==> src/rtl/rxfg_pkg.sv <==
package rxfg_pkg;
    localparam int STAT_W  = 32;
    localparam int B_TRUNC = 16;
    localparam int B_OVR   = 17;
    localparam int B_CRC   = 18;
    localparam int B_NOB   = 19;
    localparam int B_LONG  = 20;
    localparam int B_MC    = 21;
    localparam int B_BC    = 22;
    localparam int B_MISS  = 23;
    localparam int IRQ_N   = 2;
    localparam int IRQ_FRM = 0;
    localparam int IRQ_BAB = 1;

    typedef struct packed {
        logic hit;
        logic bc;
        logic mc;
    } verdict_t;
endpackage

==> src/rtl/rxfg_len_track.sv <==
module rxfg_len_track #(
    parameter int LEN_W       = 11,
    parameter int MAX_LEN_RST = 1518
) (
    input  logic             clk,
    input  logic             rst_n,
    input  logic             byte_vld,
    input  logic             frame_end,
    input  logic             max_wr,
    input  logic [LEN_W-1:0] max_wdata,
    output logic [LEN_W-1:0] cnt_q,
    output logic [LEN_W-1:0] len_now,
    output logic             long_now,
    output logic             long_rise
);
    localparam logic [LEN_W-1:0] CNT_TOP = '1;

    typedef struct packed {
        logic [LEN_W-1:0] cnt;
        logic             lng;
        logic [LEN_W-1:0] mx;
    } st_t;

    st_t st_q, st_d;

    always_comb begin
        st_d      = st_q;
        len_now   = (byte_vld && st_q.cnt != CNT_TOP) ? st_q.cnt + 1'b1 : st_q.cnt;
        long_now  = st_q.lng | (len_now > st_q.mx);
        long_rise = long_now & ~st_q.lng;
        st_d.cnt  = frame_end ? '0 : len_now;
        st_d.lng  = frame_end ? 1'b0 : long_now;
        if (max_wr) begin
            st_d.mx = max_wdata;
        end
    end

    always_ff @(posedge clk or negedge rst_n) begin
        if (!rst_n) begin
            st_q.cnt <= '0;
            st_q.lng <= 1'b0;
            st_q.mx  <= LEN_W'(MAX_LEN_RST);
        end else begin
            st_q <= st_d;
        end
    end

    assign cnt_q = st_q.cnt;

    AST_LONG_HOLDS: assert property (@(posedge clk) disable iff (!rst_n)
        ($past(long_now) && !$past(frame_end)) |-> long_now)
        else $error("too-long mark dropped mid-frame");
endmodule

==> src/rtl/rxfg_irq.sv <==
module rxfg_irq #(
    parameter int N = 2
) (
    input  logic         clk,
    input  logic         rst_n,
    input  logic [N-1:0] set,
    input  logic [N-1:0] clr,
    input  logic         en_wr,
    input  logic [N-1:0] en_wdata,
    output logic [N-1:0] stat,
    output logic [N-1:0] irq
);
    typedef struct packed {
        logic [N-1:0] stat;
        logic [N-1:0] en;
    } st_t;

    st_t st_q, st_d;

    always_comb begin
        st_d      = st_q;
        st_d.stat = (st_q.stat & ~clr) | set;
        if (en_wr) begin
            st_d.en = en_wdata;
        end
    end

    always_ff @(posedge clk or negedge rst_n) begin
        if (!rst_n) begin
            st_q <= '0;
        end else begin
            st_q <= st_d;
        end
    end

    for (genvar i = 0; i < N; i++) begin : g_out
        assign irq[i] = st_q.stat[i] & st_q.en[i];
    end
    assign stat = st_q.stat;

    AST_STICKY: assert property (@(posedge clk) disable iff (!rst_n)
        ($past(stat) & ~$past(clr) & ~stat) == '0)
        else $error("status bit fell without clear");
    AST_SET_WINS: assert property (@(posedge clk) disable iff (!rst_n)
        ($past(set) & ~stat) == '0)
        else $error("set event lost");
endmodule

==> src/rtl/rx_frame_gate.sv <==
module rx_frame_gate #(
    parameter int LEN_W       = 11,
    parameter int ADDR_BYTES  = 6,
    parameter int WIN_BYTES   = 64,
    parameter int MAX_LEN_RST = 1518
) (
    input  logic             clk,
    input  logic             rst_n,
    input  logic             byte_vld,
    input  logic             frame_end,
    input  logic             addr_hit,
    input  logic             addr_bcast,
    input  logic             addr_mcast,
    input  logic             crc_err,
    input  logic             ovr_err,
    input  logic             trunc_err,
    input  logic             odd_bits,
    input  logic             max_wr,
    input  logic [LEN_W-1:0] max_wdata,
    input  logic             ien_wr,
    input  logic [1:0]       ien_wdata,
    input  logic [1:0]       irq_clr,
    output logic             commit,
    output logic             discard,
    output logic             stat_vld,
    output logic [31:0]      stat_word,
    output logic [1:0]       irq_stat,
    output logic             irq_frame,
    output logic             irq_babble
);
    import rxfg_pkg::*;

    localparam logic [LEN_W-1:0] ADDR_LAST = LEN_W'(ADDR_BYTES - 1);
    localparam logic [LEN_W-1:0] WIN_LAST  = LEN_W'(WIN_BYTES - 1);
    localparam logic [LEN_W-1:0] WIN_LEN   = LEN_W'(WIN_BYTES);
    localparam logic [LEN_W-1:0] ADDR_LEN  = LEN_W'(ADDR_BYTES);

    typedef struct packed {
        logic              vdone;
        verdict_t          vr;
        logic              decided;
        logic              commit;
        logic              discard;
        logic              stat_vld;
        logic [STAT_W-1:0] word;
    } st_t;

    st_t st_q, st_d;

    logic [LEN_W-1:0] cnt_q, len_now;
    logic             long_now, long_rise;
    logic [IRQ_N-1:0] irq_set, irq_out;

    rxfg_len_track #(.LEN_W(LEN_W), .MAX_LEN_RST(MAX_LEN_RST)) u_len (
        .clk       (clk),
        .rst_n     (rst_n),
        .byte_vld  (byte_vld),
        .frame_end (frame_end),
        .max_wr    (max_wr),
        .max_wdata (max_wdata),
        .cnt_q     (cnt_q),
        .len_now   (len_now),
        .long_now  (long_now),
        .long_rise (long_rise)
    );

    logic     sixth, win, vd_now, accept;
    verdict_t vr_now;

    always_comb begin
        st_d          = st_q;
        st_d.commit   = 1'b0;
        st_d.discard  = 1'b0;
        st_d.stat_vld = 1'b0;

        sixth = byte_vld && (cnt_q == ADDR_LAST);
        win   = byte_vld && (cnt_q == WIN_LAST) && !st_q.decided;

        vd_now = st_q.vdone | sixth;
        vr_now = st_q.vr;
        if (sixth) begin
            vr_now.hit = addr_hit;
            vr_now.bc  = addr_bcast;
            vr_now.mc  = addr_mcast;
        end
        accept = vd_now & vr_now.hit;

        st_d.vdone = vd_now;
        st_d.vr    = vr_now;
        if (win) begin
            st_d.decided = 1'b1;
            st_d.commit  = accept;
            st_d.discard = ~accept;
        end

        if (frame_end) begin
            st_d.stat_vld         = 1'b1;
            st_d.word             = '0;
            st_d.word[LEN_W-1:0]  = len_now;
            st_d.word[B_TRUNC]    = trunc_err;
            st_d.word[B_OVR]      = ovr_err;
            st_d.word[B_CRC]      = crc_err;
            st_d.word[B_NOB]      = odd_bits;
            st_d.word[B_LONG]     = long_now;
            st_d.word[B_MC]       = vd_now & vr_now.mc;
            st_d.word[B_BC]       = vd_now & vr_now.bc;
            st_d.word[B_MISS]     = vd_now & ~vr_now.hit;
            if (!st_q.decided && !win) begin
                st_d.discard = 1'b1;
            end
            st_d.vdone   = 1'b0;
            st_d.vr      = '0;
            st_d.decided = 1'b0;
        end
    end

    always_ff @(posedge clk or negedge rst_n) begin
        if (!rst_n) begin
            st_q <= '0;
        end else begin
            st_q <= st_d;
        end
    end

    always_comb begin
        irq_set          = '0;
        irq_set[IRQ_FRM] = frame_end;
        irq_set[IRQ_BAB] = long_rise;
    end

    rxfg_irq #(.N(IRQ_N)) u_irq (
        .clk      (clk),
        .rst_n    (rst_n),
        .set      (irq_set),
        .clr      (irq_clr),
        .en_wr    (ien_wr),
        .en_wdata (ien_wdata),
        .stat     (irq_stat),
        .irq      (irq_out)
    );

    assign commit     = st_q.commit;
    assign discard    = st_q.discard;
    assign stat_vld   = st_q.stat_vld;
    assign stat_word  = st_q.word;
    assign irq_frame  = irq_out[IRQ_FRM];
    assign irq_babble = irq_out[IRQ_BAB];

    AST_ONE_OUTCOME: assert property (@(posedge clk) disable iff (!rst_n)
        !(commit && discard))
        else $error("commit and discard together");
    AST_COMMIT_AT_WINDOW: assert property (@(posedge clk) disable iff (!rst_n)
        commit |-> ($past(byte_vld) && $past(cnt_q) == WIN_LAST))
        else $error("commit outside collision window edge");
    AST_STAT_AFTER_END: assert property (@(posedge clk) disable iff (!rst_n)
        stat_vld |-> $past(frame_end))
        else $error("status without frame end");
    AST_RUNT_DISCARD: assert property (@(posedge clk) disable iff (!rst_n)
        (stat_vld && discard && !stat_word[B_MISS]) |-> (stat_word[LEN_W-1:0] < WIN_LEN))
        else $error("end discard on a full-size hit frame");
    AST_SHORT_NO_VERDICT: assert property (@(posedge clk) disable iff (!rst_n)
        (stat_vld && stat_word[LEN_W-1:0] < ADDR_LEN) |-> (stat_word[B_MISS:B_MC] == 3'b000))
        else $error("address flags on a frame without destination");
endmodule

==> config.mk <==
export PLATFORM = sky130hd
export DESIGN_NAME = rx_frame_gate
export DESIGN_NICKNAME = d
export VERILOG_FILES = /design/src/rtl/rxfg_pkg.sv /design/src/rtl/rxfg_len_track.sv /design/src/rtl/rxfg_irq.sv /design/src/rtl/rx_frame_gate.sv
export SDC_FILE = /design/constraint.sdc
export NUM_CORES = 1
export LEC_CHECK = 0
export BUFFER_PORTS_ARGS = -buffer_cell sky130_fd_sc_hd__buf_2
export CAP_MARGIN = 20
export CORE_MARGIN = 2
export CORE_UTILIZATION = 54
export CTS_CLUSTER_SIZE = 24
export DETAILED_ROUTE_END_ITERATION = 10
export PLACE_DENSITY = 0.9
export SYNTH_ARGS = -nofsm -noshare
export SYNTH_HDL_FRONTEND = slang
export SYNTH_SLANG_ARGS = --single-unit
==> constraint.sdc <==
create_clock -name clk -period 3.25 [get_ports clk]
set_input_delay 0.65 -clock clk [delete_from_list [all_inputs] [get_ports clk]]
set_output_delay 0.65 -clock clk [all_outputs]
set_load 0.01 [all_outputs]
After elaboration in Yosys (flattened, before gate mapping)
Cells that the tools add are included.
{ "word_totals": {"elab_cells": 50, "in_bits": 28, "reg_bits": 54, "romBits": 0, "memories": 0, "latch_bits": 0, "ram_bits": 0} }
{ "classes": {"n_eq_ne": 3, "n_reduce_logical": 8, "addsub": 1, "muxes": 8, "div_mod_pow": 0, "mul": 0, "magnitude_cmp": 1, "shift": 0, "n_bitwise": 15} }
{ "ops": {"columns": ["cell", "count"], "rows": [
  ["$mux 34", 1],
  ["$mux 11", 2],
  ["$add 11x1->11 const B", 1],
  ["$eq 11x3->1 const B", 1],
  ["$eq 11x6->1 const B", 1],
  ["$gt 11x11->1", 1],
  ["$ne 11x11->1 const B", 1],
  ["$and 1x1->1", 7],
  ["$mux 3", 2],
  ["$logic_and 1x1->1", 5],
  ["$mux 5", 1],
  ["$not 1->1", 3],
  ["$and 2x2->2", 1],
  ["$logic_not 1->1", 2],
  ["$mux 1", 2],
  ["$not 2->2", 1],
  ["$or 1x1->1", 2],
  ["$or 2x2->2", 1],
  ["$reduce_bool 2->1", 1]
]} }

Longest topological paths before layout
{ "depth": {"ltp_word": 8, "mapped_depth": 10} }

Modules after synthesis
Synthesis repeated with hierarchy kept, for this count alone.
{ "hier_totals": {"hier_cells": 293, "hier_area_um2": 3090.5} }
{ "by_module_without_submodules": {"columns": ["mod", "seq_area_each_um2", "area_each_um2", "cells_each", "n_inst"], "rows": [
  ["rxfg_len_track", 585.6, 1486.4, 160, 1],
  ["rx_frame_gate", 675.6, 1423.9, 119, 1],
  ["rxfg_irq", 100.1, 180.2, 14, 1]
]} }

Worst setup path after synthesis
No wires, ideal clock.
{ "synth_path": {"kind": "reg2reg", "start": "register u_len.st_q (netlist bit u_len.cnt_q[0])", "end": "register st_q (netlist bit stat_word[20])", "path_slack_ns": 0.566, "required_ns": 3.106, "setup_ns": 0.144, "stages_incl_launch_ff": 11, "t_arrival_ns": 2.540, "n_path_buf": 0, "period_less_slack_ns": 2.684, "cell_sequence": "dfrtp_1 > ha_1 > nand4_2 > nor3_1 > o41ai_1 > nand2_1 > ha_1 > o21ai_0 > nor2_1 > a2111oi_0 > o21ai_0"} }
{ "synth_between": {"elab_chain_cells": 5, "elab_cells_between_ends": 6, "cone_classes": "1 x add/sub; 1 x order compare; 1 x eq/ne; 1 x mux; 1 x bitwise; 1 x reduce/logical"} }
{ "synth_lines": {"columns": ["element", "line_no", "source"], "rows": [
  ["start, declared", "rxfg_len_track.sv:24", "st_t st_q, st_d;"],
  ["start signal, assigned", "rxfg_len_track.sv:44", "st_q <= st_d;"],
  ["branches (longest 2 deep; another with $add 11x1->11)", null, null],
  ["$mux 11 (*)", "rxfg_len_track.sv:28", "len_now = (byte_vld && st_q.cnt != CNT_TOP) ? st_q.cnt + 1'b1 : st_q.cnt;"],
  ["net len_now[9]", "rx_frame_gate.sv:50", "logic [LEN_W-1:0] cnt_q, len_now;"],
  ["$gt 11x11->1 (*)", "rxfg_len_track.sv:29", "long_now = st_q.lng | (len_now > st_q.mx);"],
  ["$or 1x1->1 (*)", "rxfg_len_track.sv:29", null],
  ["end signal, assigned", "rx_frame_gate.sv:121", "st_q <= st_d;"],
  ["end, declared", "rx_frame_gate.sv:48", "st_t st_q, st_d;"]
]} }
Mark *: on every way through the listed nets, which the timed path passes.
A chain may end at the register's enable or synchronous reset.

==> results.sh <==
export IMPL_drv_cap=0
export IMPL_relSlewSlack=0.624
export IMPL_clk_latency_ns=0.31
export IMPL_yosysTopAreaCell="dfrtp_1"
export IMPL_grt_overflow_total=0
export IMPL_start_kind="flip-flop"
export IMPL_drt_iter0_markers=159
export IMPL_multiInputGateArea_um2=1190
export IMPL_finalCritPeriodShare=0.907
export IMPL_crit_fanout=8
export IMPL_synth_edf_count=0
export IMPL_cts_root_buf="clkbuf_8"
export IMPL_worstPathRequired_ns=3.46
export IMPL_holdBufCountCts=0
export IMPL_area_delta_synth_final_pct=9.35
export IMPL_power_density_nw_per_um2=427
export IMPL_power_frac_seq=0.549
export IMPL_worst_pin_slew_ns=0.564
export IMPL_regToRegSetupSlack_ns=0.30
export IMPL_ys_warn_count=0
export IMPL_p_int_mw=1.01
export IMPL_cpPeakStageDelay_ns=0.45
export IMPL_netSwitchingPower_uw=322
export IMPL_fp_row_count=26
export IMPL_p_leak_nw=1.56
export IMPL_peakVddDrop_mv=0.197
export IMPL_grt_pass1_wl_mm=8.53
export IMPL_cts_sinks=54
export IMPL_post_route_min_period_ns=2.95
export IMPL_slew_violations=0
export IMPL_fin_ws_ns=0.303
export IMPL_numCtsBuffers=5
export IMPL_total_power_mw=1.33
export IMPL_critPathArrivalTime_ns=3.15
export IMPL_synthDominantCellAreaShare=0.404
export IMPL_wl_per_cell_um=13.0
export IMPL_die_h_um=76.7
export IMPL_synthFlopType="dfrtp_1"
export IMPL_grt_max_degree=38
export IMPL_synth_most_common_cell="dfrtp_1"
export IMPL_regToRegEndpoint="u_irq.stat[1]"
export IMPL_fmax_ghz=0.339
export IMPL_io_pins=67
export IMPL_grt_antenna_before_repair=0
export IMPL_synth_area_per_cell_um2=9.97
export IMPL_synth_area_um2=2850
export IMPL_dr_pass1_iters=4
export IMPL_worstSetupPathType="reg2reg"
export IMPL_setup_tns_ns=0
export IMPL_clkPwrFrac=0.327
export IMPL_synth_area_top_cells="dfrtp_1, buf_4, dfstp_2"
export IMPL_synthCells=286
export IMPL_crit_start="u_len.cnt_q[0]"
export IMPL_path_common_cell="ha_1"
export IMPL_antennaDiodeCount=0
export IMPL_vias=2036
export IMPL_ys_ff_latch=54
export IMPL_crit_slowest_cell="dfrtp_1"
export IMPL_outcome="complete, no violations"
export IMPL_ant_nets=0
export IMPL_clk_pin_slew_ns=0.09
export IMPL_ys_top_cells_by_count="dfrtp_1, buf_4, nand2_1"
export IMPL_drc=0
export IMPL_worstReg2RegStart="u_len.cnt_q[0]"
export IMPL_cts_tree="built"
export IMPL_cp_cell_sequence="ha_1 > nand4_2 > nor3_1 > mux2_2 > ha_1 > nand4_1 > a211oi_1 > a2111oi_2 > o32ai_1"
export IMPL_fillers=446
export IMPL_setup_viol=0
export IMPL_place_area_um2=2990
export IMPL_grt_pass1_vias=1866
export IMPL_start_util=0.558
export IMPL_routed_wl_mm=5.07
export IMPL_pre_cts_ws_ns=0.108
export IMPL_pwr_share_comb=0.123
export IMPL_hpwl_mm=3.81
export IMPL_clock_skew_ns=0.00650
export IMPL_port_buffers=53
export IMPL_globalplace_congestion=0.910
export IMPL_r2r_cells=9
export IMPL_core_um2=5110
export IMPL_cp_end_kind="flip-flop"
export IMPL_clock_path_buffers=2
export IMPL_synth_distinct_cells=42
export IMPL_grt_usage=0.180
export IMPL_rsz0062_at_grt="false"
export IMPL_hold_viol_final=0
export IMPL_die_area_um2=5880
export IMPL_regArea_um2=1360
export IMPL_swShare=0.242
export IMPL_async_flop_share=1.00
export IMPL_die_x_um=76.7
export IMPL_cts_htree_levels=2
export IMPL_nets=361
export IMPL_hold_path_class="in2async"
export IMPL_yosysSeqAreaShare=0.477
export IMPL_post_route_cells_drive_above_1_share=0.293
export IMPL_viasPerCell=5.21
export IMPL_postLayoutCellArea_um2=3120
critical path, delay by kind of cell (launching register included):
family	cells	cell delay, ns
DFF	1	0.45
muxes	1	0.41
AOI/OAI and AO/OA	3	0.78
and+or+nand+nor	3	0.63
adders and majority gates	2	0.57
per-stage QoR:
step	instances	utilization	hold slack [ns]
after floorplan	298	-	0.354
after global placement	383	0.585	0.450
after detailed placement	383	0.585	0.454
after CTS	391	0.607	0.252
after global routing	391	0.610	0.271
final	391	0.610	0.240
registers in the layout, indices dropped and copies added, names as in the netlist:
register     count
commit           1
u_len.cnt_q     11
stat_vld         1
stat_word       19
u_irq.st_q       2
st_q             5
discard          1
u_len.st_q      12
u_irq.stat       2
cell type report:
| cell class | count | share of cell area |
|---|---|---|
| clock buffers | 5 | 0.0221 |
| inverters | 23 | 0.0277 |
| repair buffers | 56 | 0.0923 |
| clock inverters | 3 | 0.0128 |
| well taps | 70 | 0.0281 |
| multi-input cells | 180 | 0.380 |
| flip-flops and latches | 54 | 0.437 |
worst max-delay path by stage:
stage / end / slack [ns]
4_1_cts: u_irq.stat[1] / 0.03
5_1_grt: stat_word[20] / 0.03
6_report: u_irq.stat[1] / 0.30
3_5_place_dp: u_irq.stat[1] / 0.11
3_3_place_gp: stat_word[20] / 0.32
2_1_floorplan: stat_word[20] / 0.57
cell usage in the layout (no fill, tap or decap), types with 8 or more instances in the layout:
| cell type | n |
|---|---|
| buf_2 | 53 |
| dfrtp_1 | 46 |
| nand2_1 | 27 |
| inv_1 | 23 |
| nor2_1 | 19 |
| o21ai_0 | 17 |
| a21oi_1 | 16 |
| ha_1 | 13 |
| conb_1 | 13 |
| mux2_2 | 12 |
| dfstp_2 | 8 |
layer usage:
metal	vias to the layer above	track usage	part of all wire
li1	1008	-	-
met1	964	0.234	0.45
met2	54	0.293	0.49
met3	10	0.0471	0.044
met4	0	0.0636	0.019
met5	-	0	0
timing repair:
| item | 4_1_cts | 5_1_grt |
|---|---|---|
| resized for setup | 0 | 4 |
| setup buffers | 0 | 0 |
| endpoints found under the setup margin | 0 | 2 |
cell families after synthesis:
logic type | count (synthesis) | synth area share
adder cells (fa/ha/maj) | 13 | 0.0570
AND/OR/NAND/NOR | 83 | 0.151
multiplexers | 16 | 0.0614
buffers and inverters | 64 | 0.129
AO/OA/AOI/OAI | 52 | 0.114
other | 1 | 0.00132
flip-flops | 54 | 0.477
XOR/XNOR | 3 | 0.00922
power by group through the flow:
stage               clock network (mW)  registers (mW)  logic [mW]
global route                     0.471           0.737       0.188
CTS                              0.449           0.732       0.167
detailed placement                   0           0.745       0.166
finish                           0.436           0.731       0.164
floorplan                            0           0.742       0.132
global placement                     0           0.742       0.159
No activity file was read; power rests on OpenSTA's default activity.
